$ cat src/rtl/sdtm_pkg.sv
package sdtm_pkg;
    localparam int REG_W      = 32;
    localparam int DIV_W      = 8;
    localparam int TO_W       = 4;
    localparam int B_INT_EN   = 0;
    localparam int B_STABLE   = 1;
    localparam int B_GATE     = 2;
    localparam int B_DIV_LO   = 8;
    localparam int B_TO_LO    = 16;
    localparam int B_RST_ALL  = 24;
    localparam int B_RST_CMD  = 25;
    localparam int B_RST_DAT  = 26;

    typedef struct packed {
        logic              int_en;
        logic              gate;
        logic [DIV_W-1:0]  div_sel;
        logic [TO_W-1:0]   to_code;
    } ctrl_t;

    typedef struct packed {
        logic all;
        logic cmd;
        logic dat;
    } srst_t;
endpackage

$ cat src/rtl/sdtm_ctrl_regs.sv
module sdtm_ctrl_regs
    import sdtm_pkg::*;
#(
    parameter int STABLE_CYCLES = 4
) (
    input  logic             clk,
    input  logic             rst_n,
    input  logic             we,
    input  logic [REG_W-1:0] wdata,
    output ctrl_t            ctrl,
    output logic             stable,
    output srst_t            srst
);
    localparam int SW = $clog2(STABLE_CYCLES + 1);

    typedef struct packed {
        ctrl_t          ctrl;
        srst_t          srst;
        logic [SW-1:0]  scnt;
        logic           stable;
    } state_t;

    state_t d, q;

    logic unused_bits;
    assign unused_bits = ^{wdata[31:27], wdata[23:20], wdata[7:3], wdata[B_STABLE]};

    always_comb begin
        d      = q;
        d.srst = '0;
        if (we) begin
            d.srst.all = wdata[B_RST_ALL];
            d.srst.cmd = wdata[B_RST_CMD];
            d.srst.dat = wdata[B_RST_DAT];
            if (wdata[B_RST_ALL]) begin
                d.ctrl = '0;
            end else begin
                d.ctrl.int_en  = wdata[B_INT_EN];
                d.ctrl.gate    = wdata[B_GATE];
                d.ctrl.div_sel = wdata[B_DIV_LO +: DIV_W];
                d.ctrl.to_code = wdata[B_TO_LO +: TO_W];
            end
        end
        // stable counter follows the next enable so a clear drops the flag at once
        if (!d.ctrl.int_en) begin
            d.scnt   = '0;
            d.stable = 1'b0;
        end else if (q.scnt == SW'(STABLE_CYCLES)) begin
            d.stable = 1'b1;
        end else begin
            d.scnt = q.scnt + 1'b1;
        end
    end

    always_ff @(posedge clk or negedge rst_n) begin
        if (!rst_n) q <= '0;
        else        q <= d;
    end

    assign ctrl   = q.ctrl;
    assign stable = q.stable;
    assign srst   = q.srst;

    p_stable_needs_en_r4: assert property (@(posedge clk) disable iff (!rst_n)
        q.stable |-> q.ctrl.int_en);
    p_stable_rise_r4: assert property (@(posedge clk) disable iff (!rst_n)
        $rose(q.stable) |-> $past(q.ctrl.int_en));
    p_srst_after_write_r6: assert property (@(posedge clk) disable iff (!rst_n)
        (|q.srst) |-> $past(we));
    p_all_clears_fields_r7: assert property (@(posedge clk) disable iff (!rst_n)
        q.srst.all |-> (q.ctrl == '0));
endmodule

$ cat src/rtl/sdtm_clkdiv.sv
module sdtm_clkdiv #(
    parameter int SEL_W = 8
) (
    input  logic             clk,
    input  logic             rst_n,
    input  logic [SEL_W-1:0] div_sel,
    input  logic             gate_en,
    input  logic             clk_stable,
    output logic             sdclk,
    output logic             sdclk_rise
);
    localparam int EXP_W  = $clog2(SEL_W + 1);
    localparam int SPAN_W = SEL_W + 1;

    typedef struct packed {
        logic [EXP_W-1:0] exp;
        logic [SEL_W-1:0] cnt;
        logic             run;
    } state_t;

    state_t d, q;
    logic [SPAN_W-1:0] span;
    logic              last;
    logic [EXP_W-1:0]  new_exp;

    function automatic logic [EXP_W-1:0] sel_to_exp(input logic [SEL_W-1:0] s);
        logic [EXP_W-1:0] e;
        e = EXP_W'(SEL_W);
        if (s == '0) begin
            e = '0;
        end else if ((s & (s - 1'b1)) == '0) begin
            for (int i = 0; i < SEL_W; i++) begin
                if (s[i]) e = EXP_W'(i + 1);
            end
        end
        return e;
    endfunction

    always_comb begin
        new_exp = sel_to_exp(div_sel);
        span    = SPAN_W'(1) << q.exp;
        last    = (q.cnt == (span[SEL_W-1:0] - 1'b1));
        d       = q;
        if (!clk_stable) begin
            d.run = 1'b0;
            d.cnt = '0;
        end else if (!q.run || last) begin
            // period boundary: only here may divisor or gate change
            d.cnt = '0;
            d.exp = new_exp;
            d.run = gate_en;
        end else begin
            d.cnt = q.cnt + 1'b1;
        end
    end

    always_ff @(posedge clk or negedge rst_n) begin
        if (!rst_n) q <= '0;
        else        q <= d;
    end

    assign sdclk_rise = q.run && (q.cnt == '0);
    assign sdclk      = q.run && ((q.exp == '0) || ({1'b0, q.cnt} < (span >> 1)));

    p_div_change_at_boundary_r3: assert property (@(posedge clk) disable iff (!rst_n)
        !$stable(q.exp) |-> $past(!q.run || last));
    p_run_needs_stable_r5: assert property (@(posedge clk) disable iff (!rst_n)
        !clk_stable |=> !q.run);
    p_rise_only_when_running_r5: assert property (@(posedge clk) disable iff (!rst_n)
        sdclk_rise |-> sdclk);
endmodule

$ cat src/rtl/sdtm_timeout.sv
module sdtm_timeout #(
    parameter int OFFSET = 13,
    parameter int CODE_W = 4
) (
    input  logic              clk,
    input  logic              rst_n,
    input  logic [CODE_W-1:0] to_code,
    input  logic              xfer_active,
    input  logic              data_act,
    input  logic              tick,
    input  logic              clear,
    output logic              err
);
    localparam int MAX_CODE = (1 << CODE_W) - 2;
    localparam int TW       = OFFSET + MAX_CODE + 1;

    typedef struct packed {
        logic [TW-1:0] timer;
        logic          err;
    } state_t;

    state_t d, q;
    logic [CODE_W-1:0] code_eff;
    logic [TW-1:0]     limit_m1;

    always_comb begin
        code_eff = (to_code > CODE_W'(MAX_CODE)) ? CODE_W'(MAX_CODE) : to_code;
        limit_m1 = (TW'(1) << (OFFSET + int'(code_eff))) - 1'b1;
        d = q;
        if (clear) begin
            d.timer = '0;
            d.err   = 1'b0;
        end else if (!xfer_active || data_act) begin
            d.timer = '0;
        end else if (tick) begin
            if (q.timer >= limit_m1) begin
                d.timer = '0;
                d.err   = 1'b1;
            end else begin
                d.timer = q.timer + 1'b1;
            end
        end
    end

    always_ff @(posedge clk or negedge rst_n) begin
        if (!rst_n) q <= '0;
        else        q <= d;
    end

    assign err = q.err;

    p_idle_holds_zero_r9: assert property (@(posedge clk) disable iff (!rst_n)
        !xfer_active |=> (q.timer == '0));
    p_err_sticky_r10: assert property (@(posedge clk) disable iff (!rst_n)
        (q.err && !clear) |=> q.err);
    p_err_needs_tick_r8: assert property (@(posedge clk) disable iff (!rst_n)
        $rose(q.err) |-> $past(xfer_active && tick && !data_act));
endmodule

$ cat src/rtl/sdclk_timeout_ctrl.sv
module sdclk_timeout_ctrl
    import sdtm_pkg::*;
#(
    parameter int STABLE_CYCLES = 4,
    parameter int TO_OFFSET     = 13
) (
    input  logic        clk,
    input  logic        rst_n,
    input  logic        cfg_we,
    input  logic [31:0] cfg_wdata,
    output logic [31:0] cfg_rdata,
    input  logic        xfer_active,
    input  logic        data_act,
    input  logic        tm_tick,
    output logic        sdclk,
    output logic        sdclk_rise,
    output logic        dto_err,
    output logic        srst_all,
    output logic        srst_cmd,
    output logic        srst_dat
);
    ctrl_t ctrl;
    srst_t srst;
    logic  stable;

    sdtm_ctrl_regs #(.STABLE_CYCLES(STABLE_CYCLES)) u_regs (
        .clk    (clk),
        .rst_n  (rst_n),
        .we     (cfg_we),
        .wdata  (cfg_wdata),
        .ctrl   (ctrl),
        .stable (stable),
        .srst   (srst)
    );

    sdtm_clkdiv #(.SEL_W(DIV_W)) u_div (
        .clk        (clk),
        .rst_n      (rst_n),
        .div_sel    (ctrl.div_sel),
        .gate_en    (ctrl.gate),
        .clk_stable (stable),
        .sdclk      (sdclk),
        .sdclk_rise (sdclk_rise)
    );

    sdtm_timeout #(.OFFSET(TO_OFFSET), .CODE_W(TO_W)) u_to (
        .clk         (clk),
        .rst_n       (rst_n),
        .to_code     (ctrl.to_code),
        .xfer_active (xfer_active),
        .data_act    (data_act),
        .tick        (tm_tick),
        .clear       (srst.all | srst.dat),
        .err         (dto_err)
    );

    assign cfg_rdata = {5'b0, srst.dat, srst.cmd, srst.all, 4'b0, ctrl.to_code,
                        ctrl.div_sel, 5'b0, ctrl.gate, stable, ctrl.int_en};
    assign srst_all  = srst.all;
    assign srst_cmd  = srst.cmd;
    assign srst_dat  = srst.dat;
endmodule

$ cat config.mk
export PLATFORM = sky130hd
export DESIGN_NAME = sdclk_timeout_ctrl
export DESIGN_NICKNAME = d
export VERILOG_FILES = /design/src/rtl/sdtm_pkg.sv /design/src/rtl/sdtm_ctrl_regs.sv /design/src/rtl/sdtm_clkdiv.sv /design/src/rtl/sdtm_timeout.sv /design/src/rtl/sdclk_timeout_ctrl.sv
export SDC_FILE = /design/constraint.sdc
export NUM_CORES = 1
export LEC_CHECK = 0
export ABC_CLOCK_PERIOD_IN_PS = 5800
export BUFFER_PORTS_ARGS = -buffer_cell sky130_fd_sc_hd__buf_2
export CORE_MARGIN = 2
export CORE_UTILIZATION = 35
export DETAILED_ROUTE_END_ITERATION = 10
export PLACE_DENSITY = 0.51
export SLEW_MARGIN = 20
export SYNTH_ARGS = -nofsm -noshare
export SYNTH_HDL_FRONTEND = slang
export SYNTH_SLANG_ARGS = --single-unit
$ cat constraint.sdc
create_clock -name clk -period 5.8 [get_ports clk]
set_clock_uncertainty 0.1 [all_clocks]
set_input_delay 0.58 -clock clk [delete_from_list [all_inputs] [get_ports clk]]
set_output_delay 0.58 -clock clk [all_outputs]
set_load 0.02 [all_outputs]
==> metrics.txt, run 1 <==
outcome=completed; Synth Cell Area=4952 µm²; routability cong.=0.8370; H-tree depth=3; DIE AREA=15,120 µm²; first-pass GRT wire length=21,170 µm; Post-synth top cells=72 x nand2_1, 63 x dfrtp_1, 42 x ha_1, 42 x nand3_1, 42 x nand4_1; Slew @ Worst Pin=a little over 0.9 ns; Final period util=64.90%; Pins Over Slew Limit=0; multi-input logic area=2987 µm²; Final Hold Fails=0; Pleak=2.341 nW; main flop type after synthesis=dfrtp_1; count of different cell masters after synthesis=57; Post-synth ARST share=100.0%; Initial Util=35.82%; Worst Reg-to-Reg Cells=12; Vias/cell=roughly 5.6; DR DRC count=0; Chip Height=about 120 µm; global route total overflow=0; R2R Path Start=u_regs.ctrl[1]$_DFFE_PN0P_; port buffer count=46; count leader, synth=nand2_1; CP Capture Type=flop; CORE AREA=~14,000 µm²; Mean Syn Cell Area=8.000 µm²; setup TNS=0 ns; Slew HR=37.59%; CTS max path bufs=2; CTS tree=yes; post-synthesis sequential area ratio=31.83%; vias in the first global route=between 4,000 and 5,000; DP HPWL=between 8000 and 9000 µm; initial DRC count=between 400 and 500; CP Data Required Time=5.91 ns; max cap viols=0; Post-CTS Setup Inserts=0; num ports=76; CTS clk-pin slew, worst paths=about 0.06 ns; antenna cells=0; Hold Worst Slack=0.3245 ns; Post-CTS Hold Buffers=0; maximum fanout along the worst path=54; ANT nets after route=0; layout cells sized above 1=12.13%; non-filler instance count after layout=823; cells after synthesis=619; DIE WIDTH=about 120 µm; drt pass-1 iters=5; largest net degree at the start of global routing=64; CP Class=flop to flop; top cells by area, synth=dfrtp_1 32%, ha_1 11%, nand2_1 5.5%; Worst Slack Setup Final=2.036 ns; crit path launch type=flop; maximum clock frequency=around 0.27 GHz; worst vdd ir=151.7 µV; Final Net Count=between 700 and 800; Pwr Density=209.7 nW/µm²; std cell rows=43; worst r2r dst=u_to.q[28]$_DFFE_PN0P_; root buffer cell=clkbuf_16; clk_lat worst skew=0.34 ns; Worst EP arrival=3.88 ns; Post-Route WL=12,500 µm; initial antenna violation count=0; Pwr Total=0.001143 W; Via Count=4,604; DP Cell Count=807; endpoints failing setup=0; Synth top area share=31.83%; Storage cell area=1577 µm²; Ys Warns=0; area delta synth->final=10.06%; fin crit period=3.764 ns; wire length per cell=approximately 15 µm; dpl ws=2.098 ns; Clock Sinks=63; gr usage total=about 18%; R2R setup slack=between 2 and 2.5 ns; CTS Buf Count=9; Synth area leader=dfrtp_1; EDFF count, synth=0; Hold Path Class=input port to asynchronous set/reset pin; Filler cells=1,361; post-synthesis register bit count=63; unrepaired setup endpoints after global routing=no; Post-CTS Resized=0; CP startpoint=u_regs.ctrl[1]$_DFFE_PN0P_
registers in the layout, summed over array words and instances, names as in the netlist:
register,count
u_to.q,28
u_regs.ctrl,14
u_div.q,13
u_regs.q,3
u_regs.srst,3
u_regs.stable,1
u_to.err,1
worst max-delay path by stage:
stage,to,cells past startpoint
3_5_place_dp,u_to.q[28]$_DFFE_PN0P_,12
6_report,u_to.q[28]$_DFFE_PN0P_,12
4_1_cts,u_to.q[28]$_DFFE_PN0P_,12
3_3_place_gp,u_to.q[28]$_DFFE_PN0P_,12
2_1_floorplan,u_div.q[10]$_DFFE_PN0P_,10
5_1_grt,u_to.q[28]$_DFFE_PN0P_,12
power by group:
part | switching [W] | internal [W]
sequential | 0.0000241 | 0.000452
combinational | 0.000112 | 0.0000632
clock | 0.000206 | 0.000286
per-stage QoR:
step | utilization [%] | cell area, µm²
4_1_cts | 39.42 | 5450
3_3_place_gp | 37.49 | 5184
2_1_floorplan | - | 5031
5_1_grt | 39.42 | 5450
3_5_place_dp | 37.49 | 5184
6_report | 39.42 | 5450
per-layer routing:
metal / wire length, µm / vias up / GRT usage [%]
met2: 5973 / 103 / 28.56
li1: - / 2244 / -
met5: 0 / - / 0
met1: 5782 / 2238 / 23.05
met3: 493 / 19 / 4.336
met4: 246 / 0 / 5.819
area by class of cell:
cell class / count / area share (%)
timing repair buffer: 53 / 5.188
clock buffer: 10 / 4.201
multi-input combinational: 481 / 54.80
clock inverter: 6 / 0.6887
inverter: 30 / 2.066
tap: 180 / 4.132
sequential: 63 / 28.93
cell usage in the layout, fill, tap and decap left out, types with 7 or more instances in the layout:
master and n:
nand2_1 72, conb_1 23, o21ai_0 27, clkbuf_16 9
nand4_1 42, dfrtp_1 63, nand3_1 42, nor2_1 36
nand3b_1 16, buf_2 46, buf_4 7, inv_1 29
and3_1 7, nor3_1 29, a21oi_1 33, ha_1 42
a31oi_1 23
worst max-delay path, cell delays in order, from the launching register on:
cell,delay (ns)
dfrtp_1,0.46
inv_1,0.14
nand2_1,0.14
nand3_1,0.12
a21o_1,0.19
ha_1,0.31
nand4_1,0.18
nor4_1,0.84
nand2_1,0.22
a2bb2oi_4,0.21
buf_4,0.33
a32oi_1,0.29
a21oi_1,0.09
kinds of logic after synthesis:
| kind of cell | share of synthesized area, % |
|---|---|
| other | 0.1516 |
| buffers and inverters | 9.929 |
| AND/OR/NAND/NOR | 29.48 |
| adder cells (fa/ha/maj) | 10.61 |
| XOR/XNOR | 1.945 |
| multiplexers | 1.238 |
| AO/OA/AOI/OAI | 14.81 |
| flip-flops | 31.83 |
Power figures use the tool's default switching activity.
==> run 2, diff against run 1 <==
--- a/config.mk
+++ b/config.mk
@@ -5,12 +5,13 @@
 export SDC_FILE = /design/constraint.sdc
 export NUM_CORES = 1
 export LEC_CHECK = 0
-export ABC_CLOCK_PERIOD_IN_PS = 5800
+export ABC_AREA = 1
+export ABC_CLOCK_PERIOD_IN_PS = 3000
 export BUFFER_PORTS_ARGS = -buffer_cell sky130_fd_sc_hd__buf_2
 export CORE_MARGIN = 2
 export CORE_UTILIZATION = 35
 export DETAILED_ROUTE_END_ITERATION = 10
-export PLACE_DENSITY = 0.51
+export PLACE_DENSITY = 0.53
 export SLEW_MARGIN = 20
 export SYNTH_ARGS = -nofsm -noshare
 export SYNTH_HDL_FRONTEND = slang
==> constraint.sdc (replaced) <==
create_clock -name clk -period 3 [get_ports clk]
set_clock_uncertainty 0.1 [all_clocks]
set_input_delay 0.3 -clock clk [delete_from_list [all_inputs] [get_ports clk]]
set_output_delay 0.3 -clock clk [all_outputs]
set_load 0.02 [all_outputs]
==> run 2 against run 1 <==
  * Count of clock-buffer cells in the layout unchanged
  * Register-to-register slack got worse by 1.6 ns
  * Sequential cell count unchanged
  * Hold slack got worse by 0.27 ns
  * Sequential power increased by 91%
  * First-iteration DRC count decreased by 46%
  * Total power increased by 97%
  * Largest power group unchanged
  * Highest routed layer unchanged
  * Non-clock buffer count decreased by 1
  * Setup slack got worse by 1.7 ns
  * Critical path type is now flop to output port
==> metrics.txt, run 2 <==
outcome=completed; H-tree depth=3; CTS tree=yes; Hold Path Class=input port to flop; endpoints failing setup=0; uppermost layer routed=met4; EDFF count, synth=0; slowest cell on the critical path=dfrtp_1; Worst EP arrival=2.27 ns; Clock Sinks=63; fin crit period=~2.7 ns; maximum fanout along the worst path=8; Top reg by flops=u_to.q; CTS clk-pin slew, worst paths=0.05 ns; worst vdd ir=282.0 µV; post-synthesis register bit count=63; Mean Syn Cell Area=7.064 µm²; Worst Path Buf+Inv=1; Chip Height=122.6 µm; area delta synth->final=12.15%; max cap viols=0; met2 WL post-DR=5648 µm; CP Class=flop to output port; DR DRC count=0; crit path launch type=flop; CP Cell Sequence=nor2_1, nand3_1, ha_1, a21oi_1, o21a_1, nand2_1, a21boi_0, buf_2; first-pass GRT wire length=19,350 µm; Post-synth top cells=216 x nand2_1, 89 x inv_1, 63 x dfrtp_1; R2R setup slack=0.40 ns; WL met3=about 350 µm; Pins Over Slew Limit=0; Final Net Count=818; Initial Util=35.61%; Pleak=slightly below 3 nW; setup TNS=0 ns; DP HPWL=8833 µm; commonest non-fill, non-tap cell in the layout=nand2_1; DIE WIDTH=122.6 µm; gr usage total=between 10% and 20%; main flop type after synthesis=dfrtp_1; Synth top area share=32.02%; Post-synth ARST share=100.0%; delay-heaviest family, CP=simple AND/OR/NAND/NOR gates; antenna cells=0; CTS max path bufs=2; initial antenna violation count=0; initial DRC count=260; routability cong.=0.8503; Synth Cell Area=around 5000 µm²; global route total overflow=0; CORE AREA=13,830 µm²; Slew @ Worst Pin=0.5292 ns; drt pass-1 iters=4; DRT met1 WL=5373 µm; num ports=76; Largest register FFs=28; ANT nets after route=0; largest net degree at the start of global routing=32; maximum clock frequency=between 0.3 and 0.4 GHz; clk_lat worst skew=0.33 ns; Final Hold Fails=0; post-synthesis sequential area ratio=32.02%; fin util=39.93%; Synth area leader=dfrtp_1; DIE AREA=about 15,000 µm²; vias in the first global route=4,219; Vias/cell=4.701; most frequent cells in the layout=216 x nand2_1, 89 x inv_1, 63 x dfrtp_1; top cells by area, synth=dfrtp_1 32%, nand2_1 16%, ha_1 11%; Via Count=4,334; cells after synthesis=697; count of different cell masters after synthesis=35; port buffer count=46; CP Data Required Time=2.60 ns; Slew HR=64.72%; count leader, synth=nand2_1; CP Capture Type=output port; layout cells sized above 1=11.59%; wire length per cell=12.55 µm; Ys Warns=0; root buffer cell=clkbuf_16; unrepaired setup endpoints after global routing=no; Final period util=between 80% and 90%; Post-Route WL=~12,000 µm; CTS Buf Count=9; Pwr Density=407.9 nW/µm²; std cell rows=43; CP max stage delay=roughly 0.47 ns
[run 2: changes by cell type after synthesis, sizes merged, moves of 13 or more]
cell,previous run,this run
nand4,42,9
nor2,36,67
inv,29,89
nand3b,16,0
clkbuf,29,8
xor2,5,18
a31oi,23,1
nand2,72,220
[run 2: repair_timing]
| action | CTS | global route |
|---|---|---|
| hold buffers | 1 | 0 |
| endpoints found under the hold margin | 20 | 0 |
| buffers inserted | 0 | 2 |
| setup endpoints to repair | 0 | 28 |
| gates resized for setup | 0 | 2 |
[run 2: metal layers]
layer  up-vias  GRT usage [%]
li1       2234              -
met2        72          27.81
met5         -              0
met3        15          3.253
met4         0          5.101
met1      2013          20.73
[run 2: final cells by class]
class                           count  area [µm²]
Clock buffer                       10       239.0
Clock inverter                      5       35.03
Fill cell                        1460        8305
Inverter                           89       334.1
Multi-Input combinational cell    523        2809
Sequential cell                    63        1577
Tap cell                          180       225.2
Timing Repair Buffer               52       302.8
[run 2: kinds of logic after synthesis]
logic type	after synthesis	synth area share, %
adder cells (fa/ha/maj)	42	10.67
flip-flops	63	32.02
buffers and inverters	133	12.91
AO/OA/AOI/OAI	61	6.760
AND/OR/NAND/NOR	363	31.61
XOR/XNOR	33	5.870
other	2	0.1525
[run 2: final timing paths]
check                                           startpoint                    endpoint  cells after the start
worst max-delay path               u_div.q[10]$_DFFE_PN0P_                       sdclk                      8
worst min-delay path                         cfg_wdata[25]    u_regs.srst[1]$_DFF_PN0_                      3
worst max register to register  u_regs.ctrl[1]$_DFFE_PN0P_      u_to.q[18]$_DFFE_PN0P_                     14
worst min register to register        u_div.q[1]$_DFF_PN0_        u_div.q[1]$_DFF_PN0_                      1
max in group asynchronous                            rst_n        u_div.q[5]$_DFF_PN0_                      3
min in group asynchronous                            rst_n  u_regs.ctrl[2]$_DFFE_PN0P_                      2
[run 2: worst min-delay path: stages]
cell	delay [ns]
buf_2	0.07
nand2_1	0.04
inv_1	0.04
[run 2: through the flow]
step | worst slack, ns | std cells | hold slack [ns] | cell area [µm²] | total power (W)
5_1_grt | 0.02574 | 922 | 0.04918 | 5522 | 0.002389
2_1_floorplan | 0.7174 | 718 | -0.09559 | 5002 | 0.001224
3_3_place_gp | 0.2042 | 903 | 0.2016 | 5181 | 0.001288
4_1_cts | 0.1230 | 919 | 0.04562 | 5465 | 0.002278
6_report | 0.3268 | 922 | 0.05573 | 5522 | 0.002252
3_5_place_dp | 0.1516 | 903 | 0.1982 | 5181 | 0.001297
[run 2: report_power, final]
group	leakage, nW	switching, W	internal, W
Combinational	1.95	0.000255	0.000126
Sequential	0.860	0.0000317	0.000876
Clock	0.134	0.000388	0.000576
Total	2.95	0.000674	0.00158
